<file path="src/rtl/uart_irq_regs_pkg.sv">
`timescale 1ns/1ps
package uart_irq_regs_pkg;
   // word indices (byte address bits above the two alignment bits)
   localparam int unsigned IDX_STATE  = 0;
   localparam int unsigned IDX_ENABLE = 1;
   localparam int unsigned IDX_TEST   = 2;
   localparam int unsigned IDX_CTRL   = 3;
   localparam int unsigned IDX_STATUS = 4;
   localparam int unsigned IDX_RBYTE  = 5;
   localparam int unsigned IDX_TXPUSH = 6;
   localparam int unsigned IDX_LINE   = 7;
   localparam int unsigned NUM_WORDS  = 8;

   // interrupt source order
   typedef enum int unsigned {
      SRC_TX_WM  = 0,
      SRC_RX_WM  = 1,
      SRC_TX_MT  = 2,
      SRC_RX_OVF = 3
   } irq_src_e;

   // control bits consumed inside the block
   localparam int unsigned CTRL_TX_ON = 0;
   localparam int unsigned CTRL_RX_ON = 1;
endpackage

</file>
<file path="src/rtl/uart_reg_decode.sv">
`timescale 1ns/1ps
module uart_reg_decode #(
   parameter int unsigned AW        = 10,
   parameter int unsigned DW        = 32,
   parameter int unsigned NUM_WORDS = 8
) (
   input  logic                 req_i,
   input  logic                 we_i,
   input  logic [DW/8-1:0]      be_i,
   input  logic [AW-1:0]        addr_i,
   output logic [NUM_WORDS-1:0] wr_hit_o,
   output logic [NUM_WORDS-1:0] rd_hit_o,
   output logic                 rd_req_o
);
   localparam int unsigned BE_W  = DW / 8;
   localparam int unsigned IDX_W = AW - 2;

   logic accept;
   assign accept   = req_i && (be_i == {BE_W{1'b1}}) && (addr_i[1:0] == 2'b00);
   assign rd_req_o = req_i && !we_i;

   for (genvar k = 0; k < NUM_WORDS; k++) begin : g_hit
      logic sel;
      assign sel         = accept && (addr_i[AW-1:2] == IDX_W'(k));
      assign wr_hit_o[k] = sel && we_i;
      assign rd_hit_o[k] = sel && !we_i;
   end
endmodule

</file>
<file path="src/rtl/uart_irq_bank.sv">
`timescale 1ns/1ps
module uart_irq_bank #(
   parameter int unsigned NUM_IRQ = 4
) (
   input  logic               clk_i,
   input  logic               rst_ni,
   input  logic               wr_state_i,
   input  logic               wr_enable_i,
   input  logic               wr_test_i,
   input  logic [NUM_IRQ-1:0] wdata_i,
   input  logic [NUM_IRQ-1:0] evt_i,
   output logic [NUM_IRQ-1:0] state_o,
   output logic [NUM_IRQ-1:0] enable_o,
   output logic [NUM_IRQ-1:0] irq_o
);
   for (genvar i = 0; i < NUM_IRQ; i++) begin : g_src
      logic st_q;
      logic en_q;
      logic set_now;
      logic clr_now;

      assign set_now = evt_i[i] || (wr_test_i && wdata_i[i]);
      assign clr_now = wr_state_i && wdata_i[i];

      // a set of any origin outranks the software clear
      always_ff @(posedge clk_i or negedge rst_ni) begin
         if (!rst_ni) begin
            st_q <= 1'b0;
         end else if (set_now) begin
            st_q <= 1'b1;
         end else if (clr_now) begin
            st_q <= 1'b0;
         end
      end

      always_ff @(posedge clk_i or negedge rst_ni) begin
         if (!rst_ni) begin
            en_q <= 1'b0;
         end else if (wr_enable_i) begin
            en_q <= wdata_i[i];
         end
      end

      assign state_o[i]  = st_q;
      assign enable_o[i] = en_q;
      assign irq_o[i]    = st_q & en_q;
   end
endmodule

</file>
<file path="src/rtl/uart_rx_status.sv">
`timescale 1ns/1ps
module uart_rx_status #(
   parameter int unsigned       STAT_W   = 6,
   parameter int unsigned       BYTE_W   = 8,
   parameter logic [STAT_W-1:0] STAT_RST = 6'h3C
) (
   input  logic              clk_i,
   input  logic              rst_ni,
   input  logic [STAT_W-3:0] hw_stat_i,
   input  logic              rx_valid_i,
   input  logic [BYTE_W-1:0] rx_byte_i,
   input  logic              rx_on_i,
   input  logic              rd_rbyte_i,
   output logic [STAT_W-1:0] status_o,
   output logic [BYTE_W-1:0] rbyte_o
);
   localparam int unsigned HW_W = STAT_W - 2;

   logic [HW_W-1:0]   hw_q;
   logic [1:0]        rxflag_q;   // [0] receive idle, [1] receive empty
   logic [BYTE_W-1:0] rbyte_q;

   always_ff @(posedge clk_i or negedge rst_ni) begin
      if (!rst_ni) begin
         hw_q <= STAT_RST[HW_W-1:0];
      end else begin
         hw_q <= hw_stat_i;
      end
   end

   // an arriving byte outranks the re-arm caused by a read
   always_ff @(posedge clk_i or negedge rst_ni) begin
      if (!rst_ni) begin
         rxflag_q <= STAT_RST[STAT_W-1:HW_W];
         rbyte_q  <= '0;
      end else if (rx_on_i && rx_valid_i) begin
         rxflag_q <= 2'b00;
         rbyte_q  <= rx_byte_i;
      end else if (rx_on_i && rd_rbyte_i) begin
         rxflag_q <= 2'b11;
      end
   end

   assign status_o = {rxflag_q, hw_q};
   assign rbyte_o  = rbyte_q;
endmodule

</file>
<file path="src/rtl/uart_irq_regs.sv">
`timescale 1ns/1ps
module uart_irq_regs
   import uart_irq_regs_pkg::*;
#(
   parameter int unsigned       AW       = 10,
   parameter int unsigned       DW       = 32,
   parameter int unsigned       NUM_IRQ  = 4,
   parameter int unsigned       STAT_W   = 6,
   parameter int unsigned       BYTE_W   = 8,
   parameter int unsigned       LINE_W   = 2,
   parameter logic [STAT_W-1:0] STAT_RST = 6'h3C,
   parameter bit                READ_REG = 1'b1
) (
   input  logic               clk_i,
   input  logic               rst_ni,
   input  logic               req_i,
   input  logic               we_i,
   input  logic [DW/8-1:0]    be_i,
   input  logic [AW-1:0]      addr_i,
   input  logic [DW-1:0]      wdata_i,
   output logic [DW-1:0]      rdata_o,
   input  logic [NUM_IRQ-1:0] evt_i,
   input  logic               rx_valid_i,
   input  logic [BYTE_W-1:0]  rx_byte_i,
   input  logic [STAT_W-3:0]  hw_stat_i,
   input  logic [LINE_W-1:0]  line_i,
   output logic [NUM_IRQ-1:0] irq_o,
   output logic [DW-1:0]      ctrl_o,
   output logic               tx_wr_o,
   output logic [BYTE_W-1:0]  tx_data_o
);
   // elaboration-time parameter checks
   if (DW != 32) begin : g_bad_dw
      $error("uart_irq_regs: DW must be 32");
   end
   if (AW < 5 || AW > 10) begin : g_bad_aw
      $error("uart_irq_regs: AW must cover 8 words inside 1 KB");
   end
   if (NUM_IRQ < 1 || NUM_IRQ > DW) begin : g_bad_irq
      $error("uart_irq_regs: NUM_IRQ out of range");
   end
   if (STAT_W != 6) begin : g_bad_stat
      $error("uart_irq_regs: STAT_W must be 6");
   end
   if (BYTE_W > DW || LINE_W > DW) begin : g_bad_byte
      $error("uart_irq_regs: field wider than the bus");
   end

   logic [NUM_WORDS-1:0] wr_hit;
   logic [NUM_WORDS-1:0] rd_hit;
   logic                 rd_req;
   logic [NUM_IRQ-1:0]   state_q;
   logic [NUM_IRQ-1:0]   enable_q;
   logic [STAT_W-1:0]    status_q;
   logic [BYTE_W-1:0]    rbyte_q;
   logic [DW-1:0]        ctrl_q;
   logic [DW-1:0]        word_val [NUM_WORDS];
   logic [DW-1:0]        rd_val;

   uart_reg_decode #(
      .AW        (AW),
      .DW        (DW),
      .NUM_WORDS (NUM_WORDS)
   ) u_dec (
      .req_i    (req_i),
      .we_i     (we_i),
      .be_i     (be_i),
      .addr_i   (addr_i),
      .wr_hit_o (wr_hit),
      .rd_hit_o (rd_hit),
      .rd_req_o (rd_req)
   );

   uart_irq_bank #(
      .NUM_IRQ (NUM_IRQ)
   ) u_irq (
      .clk_i       (clk_i),
      .rst_ni      (rst_ni),
      .wr_state_i  (wr_hit[IDX_STATE]),
      .wr_enable_i (wr_hit[IDX_ENABLE]),
      .wr_test_i   (wr_hit[IDX_TEST]),
      .wdata_i     (wdata_i[NUM_IRQ-1:0]),
      .evt_i       (evt_i),
      .state_o     (state_q),
      .enable_o    (enable_q),
      .irq_o       (irq_o)
   );

   uart_rx_status #(
      .STAT_W   (STAT_W),
      .BYTE_W   (BYTE_W),
      .STAT_RST (STAT_RST)
   ) u_rx (
      .clk_i      (clk_i),
      .rst_ni     (rst_ni),
      .hw_stat_i  (hw_stat_i),
      .rx_valid_i (rx_valid_i),
      .rx_byte_i  (rx_byte_i),
      .rx_on_i    (ctrl_q[CTRL_RX_ON]),
      .rd_rbyte_i (rd_hit[IDX_RBYTE]),
      .status_o   (status_q),
      .rbyte_o    (rbyte_q)
   );

   always_ff @(posedge clk_i or negedge rst_ni) begin
      if (!rst_ni) begin
         ctrl_q <= '0;
      end else if (wr_hit[IDX_CTRL]) begin
         ctrl_q <= wdata_i;
      end
   end
   assign ctrl_o = ctrl_q;

   assign tx_wr_o   = wr_hit[IDX_TXPUSH];
   assign tx_data_o = wdata_i[BYTE_W-1:0];

   assign word_val[IDX_STATE]  = DW'(state_q);
   assign word_val[IDX_ENABLE] = DW'(enable_q);
   assign word_val[IDX_TEST]   = '0;
   assign word_val[IDX_CTRL]   = ctrl_q;
   assign word_val[IDX_STATUS] = DW'(status_q);
   assign word_val[IDX_RBYTE]  = DW'(rbyte_q);
   assign word_val[IDX_TXPUSH] = '0;
   assign word_val[IDX_LINE]   = DW'(line_i);

   always_comb begin
      rd_val = '0;
      for (int k = 0; k < NUM_WORDS; k++) begin
         if (rd_hit[k]) begin
            rd_val = rd_val | word_val[k];
         end
      end
   end

   if (READ_REG) begin : g_rd_reg
      logic [DW-1:0] rdata_q;
      always_ff @(posedge clk_i or negedge rst_ni) begin
         if (!rst_ni) begin
            rdata_q <= '0;
         end else if (rd_req) begin
            rdata_q <= rd_val;
         end
      end
      assign rdata_o = rdata_q;
   end else begin : g_rd_comb
      assign rdata_o = rd_req ? rd_val : '0;
   end
endmodule

</file>
<file path="config.mk">
export PLATFORM = sky130hd
export DESIGN_NAME = uart_irq_regs
export DESIGN_NICKNAME = d
export VERILOG_FILES = /design/src/rtl/uart_irq_regs_pkg.sv /design/src/rtl/uart_reg_decode.sv /design/src/rtl/uart_irq_bank.sv /design/src/rtl/uart_rx_status.sv /design/src/rtl/uart_irq_regs.sv
export SDC_FILE = /design/constraint.sdc
export NUM_CORES = 1
export LEC_CHECK = 0
export BUFFER_PORTS_ARGS = -buffer_cell sky130_fd_sc_hd__buf_2
export CAP_MARGIN = 10
export CORE_AREA = 10 10 98 100
export DETAILED_ROUTE_END_ITERATION = 7
export DIE_AREA = 0 0 108 110
export PLACE_DENSITY = 0.85
export SYNTH_ARGS = -nofsm -noshare
export SYNTH_HDL_FRONTEND = slang
export SYNTH_HIERARCHICAL = 1
export SYNTH_SLANG_ARGS = --single-unit
</file>
<file path="constraint.sdc">
create_clock -name clk_i -period 4 [get_ports clk_i]
set_input_delay 0.8 -clock clk_i [delete_from_list [all_inputs] [get_ports clk_i]]
set_output_delay 0.8 -clock clk_i [all_outputs]
set_load 0.01 [all_outputs]
</file>
==> results of run 1 <==
[power groups by stage]
| stage | combinational (mW) | clock, mW | sequential, mW |
|---|---|---|---|
| after floorplan | 0.0410 | 0 | 0.899 |
| after global placement | 0.111 | 0 | 0.894 |
| after detailed placement | 0.115 | 0 | 0.894 |
| after CTS | 0.115 | 0.572 | 0.877 |
| after global routing | 0.125 | 0.609 | 0.879 |
| final | 0.112 | 0.550 | 0.877 |
[layout make-up]
class / instances / area share [%]
Timing Repair Buffer: 152 / 16.4
Inverter: 24 / 1.89
Tap cell: 102 / 2.67
Clock buffer: 10 / 2.88
Clock inverter: 6 / 0.944
Sequential cell: 85 / 44.7
Multi-Input combinational cell: 163 / 30.6
[layout by cell type, fill, tap and decap left out, drive strengths merged]
| master | instances |
|---|---|
| or4b | 3 |
| nand3 | 24 |
| and2 | 4 |
| clkinvlp | 3 |
| nor2 | 8 |
| a31oi | 2 |
| a41oi | 2 |
| nor4 | 11 |
| dfrtp | 82 |
| or4bb | 4 |
| mux2 | 44 |
| buf | 152 |
| nor2b | 1 |
| dfstp | 3 |
| clkbuf | 10 |
| inv | 26 |
| a22oi | 10 |
| or4 | 2 |
| a21oi | 6 |
| nand4bb | 1 |
| nand4b | 4 |
| nand2 | 5 |
| a222oi | 4 |
| a221o | 4 |
| o21ai | 24 |
| clkinv | 1 |
[flip-flops by register name, indices dropped and copies added, names as in the netlist]
signal / cells
u_irq/g_src.en_q: 4
rdata_o: 32
u_rx/hw_q: 4
ctrl_o: 32
u_rx/rxflag_q: 1
u_rx/rbyte_o: 8
u_irq/g_src.st_q: 4
[through the flow]
stage / total power [mW] / worst slack [ns]
2_1_floorplan: 0.940 / 1.31
3_3_place_gp: 1.00 / 1.03
3_5_place_dp: 1.01 / 0.963
4_1_cts: 1.56 / 1.03
5_1_grt: 1.61 / 0.913
6_report: 1.54 / 1.04
[how the worst max path moves through the flow]
stage	from	to	slack, ns	cells after the start
CTS	addr_i[8]	tx_wr_o	1.03	4
floorplan	addr_i[1]	tx_wr_o	1.31	3
finish	addr_i[8]	tx_wr_o	1.04	4
global route	addr_i[8]	tx_wr_o	0.91	4
detailed placement	addr_i[8]	rdata_o[22]$_DFFE_PN0P_	0.96	6
global placement	addr_i[8]	rdata_o[6]$_DFFE_PN0P_	1.03	6
[critical path, cell delays in order]
cell       delay, ns
buf_2           0.09
nand4bb_1       0.64
nor4_1          0.44
buf_2           0.18
[metal layers]
layer	vias to the layer above	part of all wire [%]
met5	-	0
li1	1345	-
met2	130	49
met3	7	8.7
met1	1456	41
met4	0	1.1
==> impl_metrics.py, run 1 <==
metrics = {
    "die": {
        "die_w_um": 108,
        "core_region_area_mm2": 0.00765,
        "die-area_mm2": 0.0119,
        "start_util_pct": 52.0,
        "die_height_um": 110,
        "ioPinCount": 146,
        "placementRows": 32,
    },
    "clock_network": {
        "post-cts-setup-buffers": 0,
        "ctsRootBufferMaster": "clkbuf_8",
        "worst_setup_hold_path_clk_slew_ns": 0.09,
        "cts_num_sinks": 85,
        "post_cts_hold_buffer_count": 0,
        "cts-root-to-sink-buffers": 2,
        "cts_resized": 0,
        "tritoncts": "done",
        "tritoncts.num_buffers": 9,
        "clk_latency_ns": 0.34,
        "max_h_tree_level": 3,
    },
    "drt": {
        "ant_nets": 0,
        "detail_route.vias_per_cell": 5.42,
        "dr_total_vias": 2938,
        "totalWireLength_um": 10400,
        "routed_wire_length_per_instance_um": 19.2,
        "remaining_drc_errors": 0,
        "number_of_optimization_iterations_in_the_first_detailed_route_pass": 4,
        "initialDrtViolationCount": 124,
    },
    "timing": {
        "setup_total_negative_slack_ns": 0,
        "timing.slew.headroom_pct": 29.8,
        "actual_transition_at_the_worst_max_transition_pin_ns": 1.05,
        "post-route-min-period_ns": 2.96,
        "max_freq_mhz": 338,
        "maxSlewViolCount": 0,
        "unrepaired_setup_endpoints_after_global_routing": "no",
        "hold_violations": 0,
        "final.setup_skew_ns": 0.00655,
        "setup_viol": 0,
        "post-route-period-util_pct": 74.0,
        "holdWs_ns": 0.514,
    },
    "power": {
        "pwr-share-clk_pct": 35.7,
        "sequential_fraction_of_design_power_pct": 57.0,
        "p_sw_mw": 0.377,
        "internal_power_mw": 1.16,
        "static-leakage-power_nw": 2.39,
        "switching_share_pct": 24.5,
        "share_comb_of_total_power_pct": 7.3,
        "power_density_mw_per_mm2": 323,
        "power.ir.vdd_worst_v": 0.000165,
    },
    "place": {
        "dpl_cell_area_mm2": 0.00459,
        "gpl.final_weighted_congestion": 0.834,
        "number_of_input_and_output_port_buffers_inserted": 145,
        "dp_hpwl_um": 7890,
        "placed_instances": 526,
    },
    "synth": {
        "synthCells": 313,
        "ys_warn_count": 6,
        "synthesis.nets": 382,
        "post_synth_instance_area_mm2": 0.00398,
        "synth_area_per_cell_um2": 12.7,
    },
    "critical_path": {
        "worst-setup-path-type": "input port to output port",
        "depth_of_the_worst_register_to_register_path": 2,
        "crit-reg2reg-launch": "ctrl_o[1]$_DFFE_PN0P_",
        "worstSetupEndpointType": "output port",
        "cp_required_ns": 3.20,
        "crit_fanout": 11,
        "setup.worst_path.start_class": "input port",
        "reg2reg_slack_ns": 2.89,
        "worst_ep_arrival_time_ns": 2.16,
        "crit-reg2reg-capture": "u_rx/rbyte_o[1]$_DFFE_PN0P_",
    },
    "layout": {
        "layoutNonFillerInstCount": 542,
        "area_occupied_by_registers_mm2": 0.00213,
        "layout.cell_area.non_filler_mm2": 0.00477,
        "multi_input_comb_area_mm2": 0.00146,
        "filler_cell_count": 619,
        "finalNetCount": 504,
        "finalCoreUtilization_pct": 62.4,
        "insertedDiodeCount": 0,
        "proportion_of_layout_cells_with_a_drive_suffix_above_1_pct": 53.0,
        "area.growth.synth_to_final_pct": 20.1,
    },
    "global_routing": {
        "grt_first_pass_wirelength_um": 16100,
        "grt_util_met1_pct": 20.0,
        "most_used_layer_global_route": "met2",
        "global_route.usage.met2_pct": 28.4,
        "globalRouteOverflowTotal": 0,
        "grt_antenna_before_repair": 0,
        "number_of_global_route_vias_before_repair": 3107,
        "global_route.usage.met3_pct": 6.27,
        "grt_max_degree": 86,
        "grt_util_all_layers_pct": 17.1,
    },
    "job": {
        "drv_cap": 0,
    },
    "hold_path": {
        "worstHoldPathType": "flip-flop to flip-flop",
        "min_delay_worst_endpoint": "u_rx/rbyte_o[7]$_DFFE_PN0P_",
        "whs_path_depth": 1,
        "timing.hold.worst.start": "u_rx/rbyte_o[7]$_DFFE_PN0P_",
    },
    "run_status": {
        "outcome": "finished clean",
    },
}
No activity file was read; power rests on OpenSTA's default activity.
==> run 2: changes to the inputs <==
--- a/config.mk
+++ b/config.mk
@@ -7,10 +7,10 @@
 export LEC_CHECK = 0
 export BUFFER_PORTS_ARGS = -buffer_cell sky130_fd_sc_hd__buf_2
 export CAP_MARGIN = 10
-export CORE_AREA = 10 10 98 100
+export CORE_AREA = 10 10 107 109
 export DETAILED_ROUTE_END_ITERATION = 7
-export DIE_AREA = 0 0 108 110
-export PLACE_DENSITY = 0.85
+export DIE_AREA = 0 0 117 119
+export PLACE_DENSITY = 0.75
 export SYNTH_ARGS = -nofsm -noshare
 export SYNTH_HDL_FRONTEND = slang
 export SYNTH_HIERARCHICAL = 1
==> constraint.sdc (replaced) <==
create_clock -name clk_i -period 2.7 [get_ports clk_i]
set_input_delay 0.54 -clock clk_i [delete_from_list [all_inputs] [get_ports clk_i]]
set_output_delay 0.54 -clock clk_i [all_outputs]
set_load 0.01 [all_outputs]
==> run 2 against run 1 <==
Compared with the run above:
- cell area is 2.2% higher
- hold slack worse by 0.33 ns
- clock power is 68% higher
- largest cell class unchanged
==> impl_metrics.py, run 2 (same netlist as run 1, synthesis figures left out) <==
metrics = {
    "drt": {
        "ant_nets": 0,
        "remaining_drc_errors": 0,
        "totalWireLength_um": 10400,
        "initialDrtViolationCount": 266,
        "detail_route.vias_per_cell": 5.27,
        "routed_wire_length_per_instance_um": 18.7,
        "dr_total_vias": 2939,
        "number_of_optimization_iterations_in_the_first_detailed_route_pass": 6,
    },
    "critical_path": {
        "worst_path_max_delay_cell": "or4_4",
        "worst_ep_arrival_time_ns": 1.75,
        "setup.worst_path.start_class": "input port",
        "crit_fanout": 11,
        "slowest_delay_ns": 0.65,
        "critical-path-top-delay-family": "simple AND/OR/NAND/NOR gates",
        "cp.buffers_inverters": 2,
        "worst-setup-path-type": "input port to output port",
        "worstSetupEndpointType": "output port",
        "ordered_cell_list_for_the_critical_path": "buf_2, or4_4, nor4_1, buf_2",
        "critical-path-top-cell-by-count": "buf_2",
        "cp_required_ns": 2.16,
    },
    "timing": {
        "max_freq_mhz": 436,
        "setup_viol": 0,
        "post-route-period-util_pct": 85.0,
        "actual_transition_at_the_worst_max_transition_pin_ns": 0.603,
        "timing.slew.headroom_pct": 59.8,
        "setup_total_negative_slack_ns": 0,
        "unrepaired_setup_endpoints_after_global_routing": "no",
        "maxSlewViolCount": 0,
        "post-route-min-period_ns": 2.29,
        "hold_violations": 0,
        "final.setup_skew_ns": 0.0125,
    },
    "clock_network": {
        "tritoncts": "done",
        "post_cts_hold_buffer_count": 0,
        "cts_num_sinks": 85,
        "cts_resized": 0,
        "clk_latency_ns": 0.36,
        "post-cts-setup-buffers": 0,
        "worst_setup_hold_path_clk_slew_ns": 0.09,
        "ctsRootBufferMaster": "clkbuf_8",
        "cts-root-to-sink-buffers": 2,
        "max_h_tree_level": 3,
        "tritoncts.num_buffers": 9,
    },
    "die": {
        "die_w_um": 117,
        "die_height_um": 119,
        "ioPinCount": 146,
        "die-area_mm2": 0.0139,
        "start_util_pct": 42.0,
        "placementRows": 36,
        "core_region_area_mm2": 0.00946,
    },
    "layout": {
        "multi_input_comb_area_mm2": 0.00146,
        "filler_cell_count": 825,
        "area_occupied_by_registers_mm2": 0.00213,
        "mostFrequentLayoutCell": "buf_2",
        "finalCoreUtilization_pct": 51.5,
        "layout.cells.most_common_list": "144 x buf_2, 82 x dfrtp_1, 30 x mux2_4",
        "finalNetCount": 508,
        "proportion_of_layout_cells_with_a_drive_suffix_above_1_pct": 53.4,
        "insertedDiodeCount": 0,
        "area.growth.synth_to_final_pct": 22.6,
    },
    "power": {
        "power.total_mw": 2.40,
        "power_density_mw_per_mm2": 492,
        "static-leakage-power_nw": 2.43,
        "power.ir.vdd_worst_v": 0.000261,
    },
    "global_routing": {
        "grt_antenna_before_repair": 0,
        "globalRouteOverflowTotal": 0,
        "number_of_global_route_vias_before_repair": 3054,
        "grt_util_all_layers_pct": 14.8,
        "grt_max_degree": 86,
        "grt_first_pass_wirelength_um": 16500,
    },
    "place": {
        "number_of_input_and_output_port_buffers_inserted": 145,
        "dp_hpwl_um": 7650,
        "gpl.final_weighted_congestion": 0.813,
    },
    "hold_path": {
        "worstHoldPathType": "input port to async pin",
    },
    "run_status": {
        "outcome": "finished clean",
    },
    "job": {
        "drv_cap": 0,
    },
}
==> run 2: changes by cell type in the layout (fill, tap and decap cells not counted), sizes merged <==
| cell | previous run | this run |
|---|---|---|
| buf | 152 | 156 |
| bufinv | 0 | 1 |
| clkbuf | 10 | 9 |
| clkinv | 1 | 0 |
| inv | 26 | 27 |
==> run 2: final timing paths <==
kind	startpoint	to	slack (ns)	depth (start not counted)
max in group asynchronous	rst_ni	u_rx/rxflag_q[0]$_DFFE_PN1P_	2.09	2
min reg2reg	u_rx/rbyte_o[4]$_DFFE_PN0P_	u_rx/rbyte_o[4]$_DFFE_PN0P_	0.51	1
min in group clk_i	hw_stat_i[3]	u_rx/hw_q[3]$_DFF_PN1_	0.28	1
max	addr_i[1]	tx_wr_o	0.41	4
min	rst_ni	rdata_o[11]$_DFFE_PN0P_	0.18	2
max reg2reg	ctrl_o[1]$_DFFE_PN0P_	u_rx/rbyte_o[2]$_DFFE_PN0P_	1.52	2
==> run 2: area by class of cell <==
type | instances | area share [%]
clock buffer | 9 | 2.54
clock inverter | 7 | 1.62
inverter | 24 | 1.85
multi-input combinational | 163 | 30.0
sequential | 85 | 43.7
tap | 114 | 2.93
timing repair buffer | 156 | 17.4
==> run 2: metal layers <==
layer / vias up / share of wire (%) / GRT usage [%]
li1: 1349 / - / -
met1: 1448 / 43 / 19.1
met2: 128 / 46 / 22.5
met3: 14 / 9.2 / 4.82
met4: 0 / 1.4 / 5.18
met5: - / 0 / 0
==> run 2: worst register-to-register path: cells and delay by family (launching register included) <==
kind             cells  cell delay [ns]
multiplexers         1             0.35
flip-flops           1             0.51
AND/OR/NAND/NOR      1             0.20
==> run 2: metrics by stage <==
stage / cells / hold WS (ns) / worst slack, ns / instance area, um^2
floorplan: 313 / 0.244 / 0.395 / 3980
global placement: 542 / 0.489 / 0.282 / 4670
detailed placement: 542 / 0.494 / 0.252 / 4670
CTS: 558 / 0.212 / 0.408 / 4870
global route: 558 / 0.210 / 0.286 / 4870
finish: 558 / 0.181 / 0.406 / 4870
==> run 2: power breakdown <==
part,internal [mW],switching [mW]
Sequential,1.29,0.00990
Combinational,0.0713,0.102
Clock,0.437,0.489
Total,1.80,0.601
